<file path="src/rtl/eep_pkg.sv">
package eep_pkg;

    localparam int EEP_ADDR_W = 13;
    localparam int EEP_OFF_W  = 5;
    localparam int EEP_DATA_W = 8;
    localparam int EEP_PROT_W = 2;

    typedef enum logic [1:0] {
        OP_IDLE  = 2'd0,
        OP_LOAD  = 2'd1,
        OP_WRITE = 2'd2,
        OP_READ  = 2'd3
    } eep_op_e;

    // load beats write, write beats read
    function automatic eep_op_e pick_op(input logic ld, input logic wr, input logic rd);
        if (ld)      return OP_LOAD;
        else if (wr) return OP_WRITE;
        else if (rd) return OP_READ;
        else         return OP_IDLE;
    endfunction

endpackage

</file>
<file path="src/rtl/eep_addr_ctr.sv">
module eep_addr_ctr
    import eep_pkg::*;
#(
    parameter int ADDR_W = EEP_ADDR_W,
    parameter int OFF_W  = EEP_OFF_W
) (
    input  logic              clk,
    input  logic              rst,
    input  eep_op_e           op,
    input  logic [ADDR_W-1:0] ld_addr,
    output logic [ADDR_W-1:0] addr_q
);
    localparam int PAGE_W = ADDR_W - OFF_W;

    always_ff @(posedge clk) begin
        if (rst) begin
            addr_q <= '0;
        end else begin
            case (op)
                OP_LOAD:  addr_q <= ld_addr;
                OP_WRITE: addr_q <= {addr_q[ADDR_W-1:OFF_W], addr_q[OFF_W-1:0] + OFF_W'(1)};
                OP_READ:  addr_q <= addr_q + ADDR_W'(1);
                default:  addr_q <= addr_q;
            endcase
        end
    end

    a_r2_load_takes: assert property (@(posedge clk) disable iff (rst)
        op == OP_LOAD |=> addr_q == $past(ld_addr));

    a_r3_page_kept: assert property (@(posedge clk) disable iff (rst)
        op == OP_WRITE |=> (addr_q[ADDR_W-1:OFF_W] == $past(addr_q[ADDR_W-1:OFF_W]))
                         && (addr_q[OFF_W-1:0] == OFF_W'($past(addr_q[OFF_W-1:0]) + 1'b1)));

    a_r5_read_step: assert property (@(posedge clk) disable iff (rst)
        op == OP_READ |=> addr_q == ADDR_W'($past(addr_q) + 1'b1));

    a_r6_idle_hold: assert property (@(posedge clk) disable iff (rst)
        op == OP_IDLE |=> $stable(addr_q));

    logic unused_pw;
    assign unused_pw = (PAGE_W > 0);

endmodule

</file>
<file path="src/rtl/eep_page_buf.sv">
module eep_page_buf
    import eep_pkg::*;
#(
    parameter int OFF_W  = EEP_OFF_W,
    parameter int DATA_W = EEP_DATA_W
) (
    input  logic                          clk,
    input  logic                          rst,
    input  eep_op_e                       op,
    input  logic [OFF_W-1:0]              off,
    input  logic [DATA_W-1:0]             wr_data,
    input  logic                          commit,
    output logic [(1<<OFF_W)-1:0]         eff_valid,
    output logic [(1<<OFF_W)*DATA_W-1:0]  eff_data
);
    localparam int SLOTS = 1 << OFF_W;

    logic [SLOTS-1:0] held;
    logic             flush;

    assign flush = commit || (op == OP_LOAD) || (op == OP_READ);

    for (genvar i = 0; i < SLOTS; i++) begin : g_slot
        logic              v_q;
        logic [DATA_W-1:0] d_q;
        logic              hit;

        assign hit = (op == OP_WRITE) && (off == OFF_W'(i));

        always_ff @(posedge clk) begin
            if (rst) begin
                v_q <= 1'b0;
                d_q <= '0;
            end else begin
                if (flush)    v_q <= 1'b0;
                else if (hit) v_q <= 1'b1;
                if (hit)      d_q <= wr_data;
            end
        end

        assign held[i]                       = v_q;
        assign eff_valid[i]                  = v_q | hit;
        assign eff_data[i*DATA_W +: DATA_W]  = hit ? wr_data : d_q;
    end

    a_r7_empty_after_commit: assert property (@(posedge clk) disable iff (rst)
        commit |=> held == '0);

    a_r2_empty_after_load: assert property (@(posedge clk) disable iff (rst)
        op == OP_LOAD |=> held == '0);

    a_r3_one_new_slot: assert property (@(posedge clk) disable iff (rst)
        (op == OP_WRITE && !commit) |=> $countones(held & ~$past(held)) <= 1);

endmodule

</file>
<file path="src/rtl/eep_commit_gate.sv">
module eep_commit_gate
    import eep_pkg::*;
#(
    parameter int ADDR_W = EEP_ADDR_W,
    parameter int OFF_W  = EEP_OFF_W,
    parameter int DATA_W = EEP_DATA_W,
    parameter int PROT_W = EEP_PROT_W
) (
    input  logic                          clk,
    input  logic                          rst,
    input  logic                          commit,
    input  logic                          wp,
    input  logic [ADDR_W-OFF_W-1:0]       page,
    input  logic [(1<<OFF_W)-1:0]         eff_valid,
    input  logic [(1<<OFF_W)*DATA_W-1:0]  eff_data,
    output logic [(1<<OFF_W)-1:0]         arr_we,
    output logic [ADDR_W-OFF_W-1:0]       arr_page,
    output logic [(1<<OFF_W)*DATA_W-1:0]  arr_wdata
);
    localparam int PAGE_W = ADDR_W - OFF_W;

    logic in_top;
    logic blocked;

    assign in_top    = &page[PAGE_W-1 -: PROT_W];
    assign blocked   = wp && in_top;
    assign arr_we    = (commit && !blocked) ? eff_valid : '0;
    assign arr_page  = page;
    assign arr_wdata = eff_data;

    a_r7_we_subset: assert property (@(posedge clk) disable iff (rst)
        (arr_we & ~eff_valid) == '0);

    a_r9_top_locked: assert property (@(posedge clk) disable iff (rst)
        (wp && page >= PAGE_W'(((1 << PROT_W) - 1) << (PAGE_W - PROT_W))) |-> arr_we == '0);

    a_r7_idle_quiet: assert property (@(posedge clk) disable iff (rst)
        !commit |-> arr_we == '0);

endmodule

</file>
<file path="src/rtl/eep_waddr_pbuf.sv">
module eep_waddr_pbuf
    import eep_pkg::*;
#(
    parameter int ADDR_W = EEP_ADDR_W,
    parameter int OFF_W  = EEP_OFF_W,
    parameter int DATA_W = EEP_DATA_W,
    parameter int PROT_W = EEP_PROT_W
) (
    input  logic                                   clk,
    input  logic                                   rst,
    input  logic                                   ld_en,
    input  logic [ADDR_W-1:0]                      ld_addr,
    input  logic                                   wr_en,
    input  logic [DATA_W-1:0]                      wr_data,
    input  logic                                   rd_en,
    input  logic                                   commit,
    input  logic                                   wp,
    input  logic [DATA_W-1:0]                      arr_rdata,
    output logic [ADDR_W-1:0]                      cur_addr,
    output logic [DATA_W-1:0]                      rd_data,
    output logic [(1<<OFF_W)-1:0]                  arr_we,
    output logic [ADDR_W-OFF_W-1:0]                arr_page,
    output logic [(1<<OFF_W)*DATA_W-1:0]           arr_wdata
);
    localparam int SLOTS  = 1 << OFF_W;
    localparam int PAGE_W = ADDR_W - OFF_W;

    eep_op_e                   op;
    logic [SLOTS-1:0]          eff_valid;
    logic [SLOTS*DATA_W-1:0]   eff_data;

    assign op = pick_op(ld_en, wr_en, rd_en);

    eep_addr_ctr #(.ADDR_W(ADDR_W), .OFF_W(OFF_W)) u_ctr (
        .clk     (clk),
        .rst     (rst),
        .op      (op),
        .ld_addr (ld_addr),
        .addr_q  (cur_addr)
    );

    eep_page_buf #(.OFF_W(OFF_W), .DATA_W(DATA_W)) u_buf (
        .clk       (clk),
        .rst       (rst),
        .op        (op),
        .off       (cur_addr[OFF_W-1:0]),
        .wr_data   (wr_data),
        .commit    (commit),
        .eff_valid (eff_valid),
        .eff_data  (eff_data)
    );

    eep_commit_gate #(.ADDR_W(ADDR_W), .OFF_W(OFF_W), .DATA_W(DATA_W), .PROT_W(PROT_W)) u_gate (
        .clk       (clk),
        .rst       (rst),
        .commit    (commit),
        .wp        (wp),
        .page      (cur_addr[ADDR_W-1:OFF_W]),
        .eff_valid (eff_valid),
        .eff_data  (eff_data),
        .arr_we    (arr_we),
        .arr_page  (arr_page),
        .arr_wdata (arr_wdata)
    );

    always_ff @(posedge clk) begin
        if (rst)                rd_data <= '0;
        else if (op == OP_READ) rd_data <= arr_rdata;
    end

    a_r5_capture: assert property (@(posedge clk) disable iff (rst)
        op == OP_READ |=> rd_data == $past(arr_rdata));

    a_r5_rd_hold: assert property (@(posedge clk) disable iff (rst)
        op != OP_READ |=> $stable(rd_data));

    a_r8_joins_commit: assert property (@(posedge clk) disable iff (rst)
        (commit && op == OP_WRITE && !(wp && &cur_addr[ADDR_W-1 -: PROT_W]))
            |-> arr_we[cur_addr[OFF_W-1:0]]);

    logic unused_pw;
    assign unused_pw = (PAGE_W > 0);

endmodule

</file>
<file path="config.mk">
export PLATFORM = sky130hd
export DESIGN_NAME = eep_waddr_pbuf
export DESIGN_NICKNAME = d
export VERILOG_FILES = /design/src/rtl/eep_pkg.sv /design/src/rtl/eep_addr_ctr.sv /design/src/rtl/eep_page_buf.sv /design/src/rtl/eep_commit_gate.sv /design/src/rtl/eep_waddr_pbuf.sv
export SDC_FILE = /design/constraint.sdc
export NUM_CORES = 1
export LEC_CHECK = 0
export ABC_AREA = 1
export CAP_MARGIN = 10
export CORE_AREA = 5 5 199 201
export CTS_CLUSTER_SIZE = 25
export DETAILED_ROUTE_END_ITERATION = 8
export DIE_AREA = 0 0 204 206
export GPL_ROUTABILITY_DRIVEN = 0
export PLACE_DENSITY = 0.71
export SLEW_MARGIN = 20
export SYNTH_ARGS = -nofsm -noshare
export SYNTH_HDL_FRONTEND = slang
export SYNTH_HIERARCHICAL = 1
export SYNTH_SLANG_ARGS = --single-unit
export TNS_END_PERCENT = 20
</file>
<file path="constraint.sdc">
create_clock -name clk -period 2.8 [get_ports clk]
set_clock_uncertainty 0.1 [all_clocks]
set_input_delay 0.42 -clock clk [delete_from_list [all_inputs] [get_ports clk]]
set_output_delay 0.42 -clock clk [all_outputs]
set_load 0.1 [all_outputs]
</file>
# Yosys cells after proc, flatten, opt, wreduce, memory -nomap -nowiden
# Cells that the tools add are included.
# totals
rom_bits	0
mem_count	0
mem_bits_rw	0
input_bits	36
word_cells	216
reg_bits	309
latch_bits	0
# op_classes
magnitude_cmp	0
shift	0
multipliers	0
bitwise	33
div	0
muxes	37
eq_ne	34
add_sub_neg	2
reduce_logical	43
# op_table
op	n
2-to-1 mux 8 bit	32
equality test 5 bit (second input constant)	16
equality test 5 x 4 -> 1 bit (second input constant)	8
one-hot mux 13 bit (3 select lines)	1
logical AND 1 bit	34
2-to-1 mux 32 bit	1
OR 1 bit	32
equality test 5 x 3 -> 1 bit (second input constant)	4
adder 13 x 1 -> 13 bit (second input constant)	1
equality test 5 x 2 -> 1 bit (second input constant)	2
2-to-1 mux 2 bit	3
adder 5 x 1 -> 5 bit (second input constant)	1
equality test 5 x 1 -> 1 bit (second input constant)	1
zero test 5 bit	1
equality test 2 bit (second input constant)	2
AND reduction 2 bit	2
nonzero test 3 bit	1
equality test 2 x 1 -> 1 bit (second input constant)	1
logical OR 1 bit	2
nonzero test 2 bit	1
OR reduction 2 bit	1
zero test 1 bit	1
inverter 1 bit	1

# Depth between registers and ports, before layout
# Gate-level depths: netlist (run 1).
# depth
depth_word	7
ltp_mapped	11
ltp_nobuf	9

# Modules after synthesis
# The synthesis (run 1) kept the hierarchy.
# modules_own_cells
mod	seq_area_each_um2	area_per_inst_um2	cells_each	n_inst
eep_page_buf	5765.5	13120.1	2102	1
eep_commit_gate	0.0	2311.0	333	1
eep_addr_ctr	260.2	877.1	127	1
eep_waddr_pbuf	160.2	369.1	56	1

# Worst setup path after synthesis (run 1)
# OpenSTA, ideal clock, no wires.
# synth_timing
kind	register to output
from	register u_ctr.addr_q[3]
to	output arr_we[25]
stages_incl_launch_ff	7
setup_slack_ns	-1.028
n_path_buf	0
arrival_time_ns	3.308
t_required_ns	2.280
path_cell_list	dfxtp_1 > nand2_1 > nor2_2 > nand2_2 > nand2_1 > inv_1 > nor2_1
# synth_between
elab_chain_cells	4
# synth_rtl
item	line	rtl
from (decl)	eep_addr_ctr.sv:11	output logic [ADDR_W-1:0] addr_q
from (signal assigned)	eep_addr_ctr.sv:20	OP_LOAD: addr_q <= ld_addr;
from (signal assigned)	eep_addr_ctr.sv:21	OP_WRITE: addr_q <= {addr_q[ADDR_W-1:OFF_W], addr_q[OFF_W-1:0] + OFF_W'(1)};
from (signal assigned)	eep_addr_ctr.sv:22	OP_READ: addr_q <= addr_q + ADDR_W'(1);
equality test 5 bit	eep_page_buf.sv:28	assign hit = (op == OP_WRITE) && (off == OFF_W'(i));
logical AND 1 bit	eep_page_buf.sv:28	
OR 1 bit	eep_page_buf.sv:42	assign eff_valid[i] = v_q | hit;
net eff_valid[25]	eep_waddr_pbuf.sv:29	logic [SLOTS-1:0] eff_valid;
2-to-1 mux 32 bit	eep_commit_gate.sv:27	assign arr_we = (commit && !blocked) ? eff_valid : '0;
to (decl)	eep_waddr_pbuf.sv:21	output logic [(1<<OFF_W)-1:0] arr_we,
# The timed path passes the listed nets, and every way through them passes these cells.

# Final worst setup path (run 1)
# layout_timing
from	input ld_en
to	output arr_wdata[52]
# layout_between
elab_chain_cells	4
# layout_rtl
item	line	rtl
from (decl)	eep_waddr_pbuf.sv:11	input logic ld_en,
2-to-1 mux 2 bit	eep_pkg.sv:17	if (ld) return OP_LOAD;
net op[1]	eep_waddr_pbuf.sv:28	eep_op_e op;
equality test 2 bit	eep_page_buf.sv:28	
logical AND 1 bit	eep_page_buf.sv:28	
2-to-1 mux 8 bit	eep_page_buf.sv:43	assign eff_data[i*DATA_W +: DATA_W] = hit ? wr_data : d_q;
to (decl)	eep_waddr_pbuf.sv:23	output logic [(1<<OFF_W)*DATA_W-1:0] arr_wdata
# The timed path passes the listed nets, and every way through them passes these cells.

==> impl_metrics.ini, run 1 <==
[cts]
htree_levels = 2
clk_latency_ns = 0.50
tritoncts = done
numCtsBuffers = 36
clk_pin_slew_worst_paths_ns = 0.05
clkSinkCount = 309
clock_path_buffers = 3
root_buffer = clkbuf_16

[worst_setup_path]
slowest_stage = dlygate4sd2_1
max_stage_delay_ns = 0.27
worstSetupPathType = primary input to output port
critical_path_required_ns = 2.28
crit_fanout = 9
end_kind = output port
crit_family = buffers and inverters
critPathLaunchType = primary input
reg2reg_slack_ns = 0.12
worstPathCellList = dlygate4sd2_1 -> a21oi_4 -> buf_4 -> nand2_2 -> nor2_4 -> buf_12 -> buf_12 -> buf_16 -> buf_8 -> buf_4 -> nand3_1 -> nand2_2 -> inv_2 -> buf_12
critPathMostFrequentCell = buf_12
crit_buf_inv = 9
cp.arrival_ns = 2.19

[synthesis]
synth_nets = 2655
ys_ff_latch = 309
synth_edf_count = 0
yosys-top-cells-area = dfxtp_1 (37%), nand2_1 (14%), inv_1 (14%), buf_4 (13%), nand3_1 (7.4%)
async_flop_share_pct = 0
ys_seq_area_share_pct = 37.1
synth_area_um2 = 16700
syn_avg_cell_area_um2 = 6.37
ys_types = 34
yosys-top-cells-count = nand2_1 (616), inv_1 (613), dfxtp_1 (309)
synth-main-ff-cell = dfxtp_1
synth_top_area_cell = dfxtp_1
ys_warn_count = 6
synth_cells = 2618
synth_top_area_share_pct = 37.1
yosysMostFrequentCell = nand2_1

[power_and_ir_drop]
ir_drop_mv = 0.356
power.density_nw_per_um2 = 431
p_leak_uw = 0.0135
power_uw = 10700

[grt]
grt_pass1_wl_um = 82900
grt_max_degree = 118
gr-total-overflow = 0
grt_pass1_vias = 15400
grt_antenna_before_repair = 0
grt.total_usage_pct = 24.7

[final_layout]
num-fill-cells = 2959
diodes = 0
finish.utilization_pct = 66.6
multi_input_area_um2 = 6120
instances_no_fill = 3395
drive_above_1_share_pct = 25.4
register_area_um2 = 6200
area_delta_synth_final_pct = 49.3
final_cell_area_um2 = 24900
fin_nets = 2897

[detailed_routing]
ant_nets = 0
wire_per_inst_um = 15.9
vias = 15800
drc = 0
drt_iter0_markers = 1125
wl_um = 53900
via_per_inst = 4.64
dr.pass1.iters = 7

[floorplanning]
dieArea_um2 = 42000
fp.dieH_um = 206
coreArea_um2 = 37400
die_w_um = 204
floorplan.initialDensity_pct = 44.6
rows = 71
ios = 353

[run]
drv_cap = 0

[sta]
min_period_ns = 2.71
post-route-period-util_pct = 97.0
drv_slew = 0
max_slew_margin_pct = 59.3
worst_slew_pin_slew_ns = 0.610
clock.fmax_mhz = 368
setup-tns-final_ns = 0
setup_viol = 0
rsz0062_at_grt = yes
finalHoldViolCount = 0

[run_status]
status = complete, no violations

[placement]
numPortBuffers = 352
dpl_cell_area_um2 = 23000
hpwl_um = 36800
placed_cells = 3303

[hold_path]
hp-class = primary input to register
==> layer usage <==
metal  global-route usage (%)  routed length [um]  vias to the layer above
li1                         -                   -                     7785
met1                     30.1               21300                     7209
met2                     42.8               25900                      632
met3                     5.46                4500                      135
met4                     9.64                2200                        0
met5                        0                   0                        -
==> cell usage in the layout, fill, tap and decap left out, types with 5 or more instances in the layout <==
cell type,n
buf_12,315
o21ai_0,10
clkbuf_16,37
nand4_1,5
nand2_1,607
inv_2,21
buf_4,211
clkdlybuf4s50_1,31
buf_6,6
inv_1,597
clkbuf_8,11
nor2_1,283
nand3_1,248
dfxtp_1,304
a21oi_1,43
clkbuf_1,10
nand2_2,23
nand2_4,23
nor2_4,50
==> stage by stage <==
| stage | worst slack, ns | hold WS [ns] |
|---|---|---|
| 4_1_cts | -0.117 | 0.215 |
| 3_5_place_dp | -0.404 | 0.347 |
| 6_report | 0.0853 | 0.227 |
| 2_1_floorplan | 0.00905 | 0.336 |
| 5_1_grt | -0.0186 | 0.227 |
| 3_3_place_gp | -0.394 | 0.343 |
==> kinds of logic after synthesis <==
family | after synthesis | share of synthesized area, %
flops | 309 | 37.1
simple gates | 1249 | 31.5
fa+ha+maj | 1 | 0.0750
buf+inv | 990 | 29.0
compound gates | 69 | 2.33
==> where the power goes <==
part / switching, uW / internal (uW) / leakage, uW
sequential: 48.2 / 4440 / 0.00250
combinational: 1160 / 497 / 0.0104
clock: 1810 / 2780 / 0.000566
total: 3020 / 7720 / 0.0135
==> state kept, by name (all words and copies together), names as in the netlist <==
register	count
u_buf/g_slot.v_q	32
u_buf/g_slot.d_q	256
rd_data	8
u_ctr/addr_q	13
==> worst paths after layout <==
| path | cells after the start | endpoint | startpoint |
|---|---|---|---|
| worst max-delay path | 14 | arr_wdata[52] | ld_en |
| worst min-delay path | 2 | u_buf/g_slot[31].d_q[0] | rst |
| worst max register to register | 19 | u_buf/g_slot[6].d_q[4] | u_ctr/addr_q[4] |
| worst min register to register | 2 | u_buf/g_slot[9].v_q | u_buf/g_slot[9].v_q |
==> timing repair <==
action                                  4_1_cts  5_1_grt
resized for setup                            62       35
endpoints found under the setup margin      288      250
pin swaps                                     6        9
gates cloned                                  3        0
setup buffers                                16       12
hold buffers                                  0        0
==> cell type report <==
| type | instances | share of cell area (%) |
|---|---|---|
| inverters | 620 | 9.37 |
| clock inverters | 5 | 0.211 |
| well taps | 511 | 2.57 |
| flip-flops and latches | 309 | 24.9 |
| clock buffers | 57 | 4.42 |
| multi-input cells | 1319 | 24.6 |
| repair buffers | 574 | 33.9 |
(Power assumes the default switching activity.)
==> inputs of run 2 (changes only) <==
--- a/config.mk
+++ b/config.mk
@@ -5,12 +5,11 @@
 export SDC_FILE = /design/constraint.sdc
 export NUM_CORES = 1
 export LEC_CHECK = 0
-export ABC_AREA = 1
 export CAP_MARGIN = 10
-export CORE_AREA = 5 5 199 201
+export CORE_AREA = 5 5 202 204
 export CTS_CLUSTER_SIZE = 25
 export DETAILED_ROUTE_END_ITERATION = 8
-export DIE_AREA = 0 0 204 206
+export DIE_AREA = 0 0 207 209
 export GPL_ROUTABILITY_DRIVEN = 0
 export PLACE_DENSITY = 0.71
 export SLEW_MARGIN = 20
==> run 2 against run 1 <==
Compared with the run above:
- the run now ends with negative setup slack left
- sequential share of layout area down 0.81 points
- sequential power about the same
- synthesized cell count is 29% lower
- setup slack worse by 0.30 ns
- critical path depth shrank 9
- die area is 2.9% higher
- flip-flop and latch count unchanged
- via count decreased by 12%
- non-clock buffer count decreased by 13
- highest routed layer unchanged
==> impl_metrics.ini, run 2 <==
[synthesis]
yosys-top-cells-count = dfxtp_1 (309), buf_4 (279), nand2b_1 (219)
ys_seq_area_share_pct = 35.9
ys_types = 57
ys_warn_count = 6
synth_top_area_share_pct = 35.9
async_flop_share_pct = 0
yosys-top-cells-area = dfxtp_1 (36%), mux2_2 (12%), buf_4 (12%), mux2i_1 (12%), nand2b_1 (7.9%)
synth_nets = 1896
ys_ff_latch = 309
synth_area_um2 = 17300
synth_edf_count = 0
yosysMostFrequentCell = dfxtp_1
synth_cells = 1859
syn_avg_cell_area_um2 = 9.28
synth-main-ff-cell = dfxtp_1
synth_top_area_cell = dfxtp_1

[floorplanning]
dieArea_um2 = 43300
die_w_um = 207
fp.dieH_um = 209
coreArea_um2 = 39100
floorplan.initialDensity_pct = 44.1
rows = 73
ios = 353

[worst_setup_path]
critPathMostFrequentCell = buf_12
worstSetupPathType = register to output port
worstPathCellList = or3b_4 -> or4_4 -> buf_12 -> mux2_4 -> buf_12
crit_fanout = 7
critPathLaunchType = register
end_kind = output port
cp.arrival_ns = 2.49
slowest_stage = or4_4
crit_buf_inv = 2
max_stage_delay_ns = 0.52
critical_path_required_ns = 2.28
crit_family = simple AND/OR/NAND/NOR gates

[power_and_ir_drop]
switching_share_pct = 27.1
power_frac_comb_pct = 12.7
p_leak_uw = 0.0120
clkPwrFrac_pct = 44.0
power_uw = 10400
power.density_nw_per_um2 = 403
ir_drop_mv = 0.331
p_seq_share_pct = 43.3
p_int_uw = 7550
switchingPower_uw = 2810

[grt]
grt.total_usage_pct = 25.5
use_met3_pct = 6.88
met1_usage_pct = 31.7
met2_usage_pct = 43.6
grt_pass1_vias = 14500
grt_pass1_wl_um = 87800
grt_antenna_before_repair = 0
grt_max_degree = 94
gr-total-overflow = 0
grt.busiest_layer = met2

[final_layout]
area_delta_synth_final_pct = 49.2
largest_register_ffs = 256
reg.largest.list = u_buf/g_slot.d_q: 256 flops, u_buf/g_slot.v_q: 32 flops, u_ctr/addr_q: 13 flops
diodes = 0
top_register = u_buf/g_slot.d_q
final_common_cell = buf_12
finish.utilization_pct = 65.9
fin_nets = 2080
drive_above_1_share_pct = 45.3
layout_common_cells = buf_12 (328), dfxtp_1 (304), nand2b_1 (215)

[sta]
rsz0062_at_grt = yes
finalHoldViolCount = 0
hold_ws_ns = 0.219
worst_slew_pin_slew_ns = 0.882
setup-tns-final_ns = -11.98
post-route-period-util_pct = 108
min_period_ns = 3.01
drv_slew = 0
clock.fmax_mhz = 332
setup_viol = 199
setup_ws_ns = -0.211
max_slew_margin_pct = 41.2

[cts]
root_buffer = clkbuf_16
clkSinkCount = 309
clock_path_buffers = 3
clk_pin_slew_worst_paths_ns = 0.06
clk_latency_ns = 0.54
tritoncts = done
htree_levels = 2
numCtsBuffers = 35

[detailed_routing]
ant_nets = 0
dr.pass1.iters = 7
via_per_inst = 5.37
drt_iter0_markers = 807
wire_per_inst_um = 22.9
wl_um = 59400
drc = 0
vias = 13900

[run]
drv_cap = 0

[placement]
hpwl_um = 37200
numPortBuffers = 352

[run_status]
status = finished, violations left
violations = negative setup slack

[hold_path]
hp-class = primary input to register
run 2: power groups by stage:
stage | combinational [uW] | clock (uW) | sequential (uW)
6_report | 1320 | 4560 | 4490
5_1_grt | 1360 | 4800 | 4490
4_1_cts | 1260 | 4640 | 4490
3_5_place_dp | 1150 | 0 | 4590
3_3_place_gp | 1140 | 0 | 4590
2_1_floorplan | 644 | 0 | 4680
run 2: metal layers:
| layer | up-vias | part of all wire (%) |
|---|---|---|
| li1 | 6411 | - |
| met1 | 6867 | 42 |
| met2 | 534 | 48 |
| met3 | 108 | 7.4 |
| met4 | 0 | 2.7 |
| met5 | - | 0 |
run 2: area by class of cell:
class,instances,area (um2)
multi-input cells,1107,9010
fillers,2883,13300
repair buffers,561,8640
flip-flops and latches,309,6200
well taps,525,657
inverters,29,109
clock inverters,5,25.0
clock buffers,56,1100
run 2: worst reg2reg max path, delay by kind of cell (launching register included):
family        cells  cell delay [ns]
flops             1             0.35
simple gates      2             0.90
mux               1             0.12
buf+inv           3             0.46
run 2: what timing repair did:
item | 4_1_cts | 5_1_grt
setup buffers | 24 | 22
endpoints found under the setup margin | 288 | 287
resized for setup | 77 | 226
pin swaps | 8 | 13
hold buffers | 0 | 0
hold endpoints to repair | 0 | 0
cloned | 8 | 4
run 2: stage by stage:
step / setup WS, ns / std cells / area [um2]
6_report: -0.211 / 2592 / 25700
5_1_grt: -0.276 / 2592 / 25700
4_1_cts: -0.347 / 2568 / 24900
3_5_place_dp: -0.533 / 2475 / 23100
3_3_place_gp: -0.542 / 2475 / 23100
2_1_floorplan: -0.161 / 1859 / 17300
run 2: path summary, 6_finish.rpt:
| check | from | to | slack [ns] | cells after the start |
|---|---|---|---|---|
| setup / recovery | u_ctr/addr_q[3] | arr_wdata[136] | -0.21 | 5 |
| hold / removal | ld_en | rd_data[2] | 0.22 | 3 |
| setup reg to reg | u_ctr/addr_q[3] | u_buf/g_slot[17].d_q[6] | 0.71 | 6 |
| hold reg to reg | u_buf/g_slot[21].v_q | u_buf/g_slot[21].v_q | 0.36 | 1 |
run 2: kinds of logic after synthesis:
family	count (synthesis)	share of synthesized area, %
flip-flops	309	35.9
adder cells (fa/ha/maj)	1	0.0725
buffers and inverters	444	16.2
AND/OR/NAND/NOR	516	17.4
multiplexers	393	24.2
AO/OA/AOI/OAI	196	6.22
==> inputs of run 3 (changes only) <==
--- a/config.mk
+++ b/config.mk
@@ -7,10 +7,10 @@
 export LEC_CHECK = 0
 export CAP_MARGIN = 10
 export CORE_AREA = 5 5 202 204
+export CTS_BUF_LIST = sky130_fd_sc_hd__clkbuf_4
 export CTS_CLUSTER_SIZE = 25
 export DETAILED_ROUTE_END_ITERATION = 8
 export DIE_AREA = 0 0 207 209
-export GPL_ROUTABILITY_DRIVEN = 0
 export PLACE_DENSITY = 0.71
 export SLEW_MARGIN = 20
 export SYNTH_ARGS = -nofsm -noshare
==> run 3 against run 2 <==
Compared with the run above:
- the flow still finishes with violations (negative setup slack)
- combinational power up 7%
- cell count up 3.7%
- total power down 2.5%
- critical path type unchanged
- register-to-register slack better by 0.09 ns
- sequential share of layout area down 0.26 points
- die area unchanged
- fmax down 5.3%
- global-route usage up 0.67 points
- critical path depth unchanged
- clock-buffer cell count up 70
- setup slack worse by 0.17 ns
- clock power down 7.2%
==> impl_metrics.ini, run 3 (synthesized netlist as in run 2, its figures left out) <==
[floorplanning]
dieArea_um2 = 43300
fp.dieH_um = 209
die_w_um = 207
coreArea_um2 = 39100
floorplan.initialDensity_pct = 44.1
rows = 73
ios = 353

[hold_path]
hold_path_end = u_buf/g_slot[19].d_q[6]
hold_depth = 3
hp-class = primary input to register
holdCritStartpoint = rst

[sta]
rsz0062_at_grt = yes
worst_slew_pin_slew_ns = 0.868
clock.fmax_mhz = 315
setup-tns-final_ns = -51.90
hold_ws_ns = 0.0846
setup_ws_ns = -0.378
max_slew_margin_pct = 42.1
setup_viol = 286
min_period_ns = 3.18
post-route-period-util_pct = 114
drv_slew = 0
finalHoldViolCount = 0

[cts]
ctsHoldBuffers = 0
htree_levels = 3
tritoncts = done
numCtsBuffers = 84
clk_latency_ns = 0.75
clock_path_buffers = 3
root_buffer = clkbuf_4
clkSinkCount = 309
clk_pin_slew_worst_paths_ns = 0.06

[final_layout]
final_common_cell = buf_12
largest_register_ffs = 256
layout_common_cells = buf_12 (331), dfxtp_1 (304), nand2b_1 (215)
drive_above_1_share_pct = 49.6
instances_no_fill = 2689
reg.largest.list = u_buf/g_slot.d_q: 256 flops, u_buf/g_slot.v_q: 32 flops, u_ctr/addr_q: 13 flops
num-fill-cells = 2880
top_register = u_buf/g_slot.d_q
fin_nets = 2145
area_delta_synth_final_pct = 50.9

[worst_setup_path]
r2r-end = u_buf/g_slot[12].d_q[6]
crit_buf_inv = 2
crit_family = simple AND/OR/NAND/NOR gates
cp.arrival_ns = 2.66
worstPathCellList = or3b_4 -> or4_4 -> buf_12 -> mux2_2 -> buf_12
end_kind = output port
slowest_stage = or4_4
critPathMostFrequentCell = buf_12
reg2reg_slack_ns = 0.80
worstSetupPathType = register to output port
max_stage_delay_ns = 0.50
critical_path_required_ns = 2.28
critPathLaunchType = register
r2r_cells = 10
crit_fanout = 13
crit-reg2reg-launch = u_ctr/addr_q[0]

[run]
drv_cap = 0

[placement]
placed_cells = 2475
numPortBuffers = 352
routabilityCongestion = 0.817
hpwl_um = 37200

[grt]
grt_max_degree = 94
grt_pass1_wl_um = 90000
grt_antenna_before_repair = 1
grt.total_usage_pct = 26.1
gr-total-overflow = 0
grt_pass1_vias = 15000

[detailed_routing]
vias = 14300
via_per_inst = 5.31
ant_nets = 0
dr_wl_met2_um = 28800
met1Wirelength_um = 24100
dr_wl_met3_um = 4760
drc = 0
top_layer = met4
dr.pass1.iters = 5
wl_um = 59200
drt_iter0_markers = 802
wire_per_inst_um = 22.0

[power_and_ir_drop]
ir_drop_mv = 0.340
p_leak_uw = 0.0122
power.density_nw_per_um2 = 388

[run_status]
status = finished, violations left
violations = negative setup slack
[run 3: cell types whose count changed in the layout (fill, tap and decap cells not counted), sizes merged, moves of 2 or more]
cell	change
clkinv	+3
inv	+2
bufinv	+3
clkbuf	+63
dlygate4sd2	+3
buf	+21
clkinvlp	+2
[run 3: where the power goes]
group          switching (uW)  internal (uW)
Sequential               47.7           4420
Clock                    1920           2310
Combinational             908            500
[run 3: worst max-delay path by stage]
stage | from | to | cells past startpoint | slack [ns]
final | u_ctr/addr_q[3] | arr_wdata[136] | 5 | -0.38
after global routing | u_ctr/addr_q[3] | arr_wdata[139] | 5 | -0.49
after CTS | u_ctr/addr_q[3] | arr_wdata[136] | 5 | -0.46
after detailed placement | wr_en | arr_wdata[136] | 8 | -0.53
after global placement | wr_en | arr_wdata[143] | 8 | -0.54
after floorplan | wr_en | arr_we[16] | 8 | -0.16
[run 3: stage by stage]
stage	utilization, %	total power, uW	area [um2]	setup slack (ns)
4_1_cts	65.1	10200	25500	-0.464
5_1_grt	66.6	10500	26000	-0.487
6_report	66.6	10100	26000	-0.378
2_1_floorplan	-	5330	17300	-0.161
3_5_place_dp	59.1	5750	23100	-0.533
3_3_place_gp	59.1	5730	23100	-0.542
[run 3: cell type report]
| type | count | area [um2] | share of cell area, % |
|---|---|---|---|
| antenna | 1 | 2.50 | 0.00961 |
| clock buffer | 126 | 946 | 3.63 |
| clock inverter | 15 | 144 | 0.553 |
| inverter | 29 | 109 | 0.418 |
| multi-input combinational | 1107 | 9190 | 35.3 |
| sequential | 309 | 6200 | 23.8 |
| tap | 525 | 657 | 2.52 |
| timing repair buffer | 577 | 8770 | 33.7 |
[run 3: worst register-to-register path: stages, from the launching register on]
cell,delay (ns)
dfxtp_4,0.38
buf_8,0.14
buf_6,0.11
nor4b_4,0.19
buf_4,0.19
nand2_2,0.06
buf_6,0.14
buf_6,0.13
buf_4,0.13
buf_4,0.14
mux2i_1,0.12
[run 3: per-layer routing]
metal | vias to the layer above | GRT usage (%)
li1 | 6586 | -
met3 | 117 | 8.89
met5 | - | 0
met4 | 0 | 6.84
met1 | 6994 | 31.9
met2 | 569 | 44.4
[run 3: repair_timing]
action	4_1_cts	5_1_grt
setup buffers	41	26
endpoints found under the setup margin	288	288
pin swaps	10	13
resized for setup	256	129
cloned	7	1
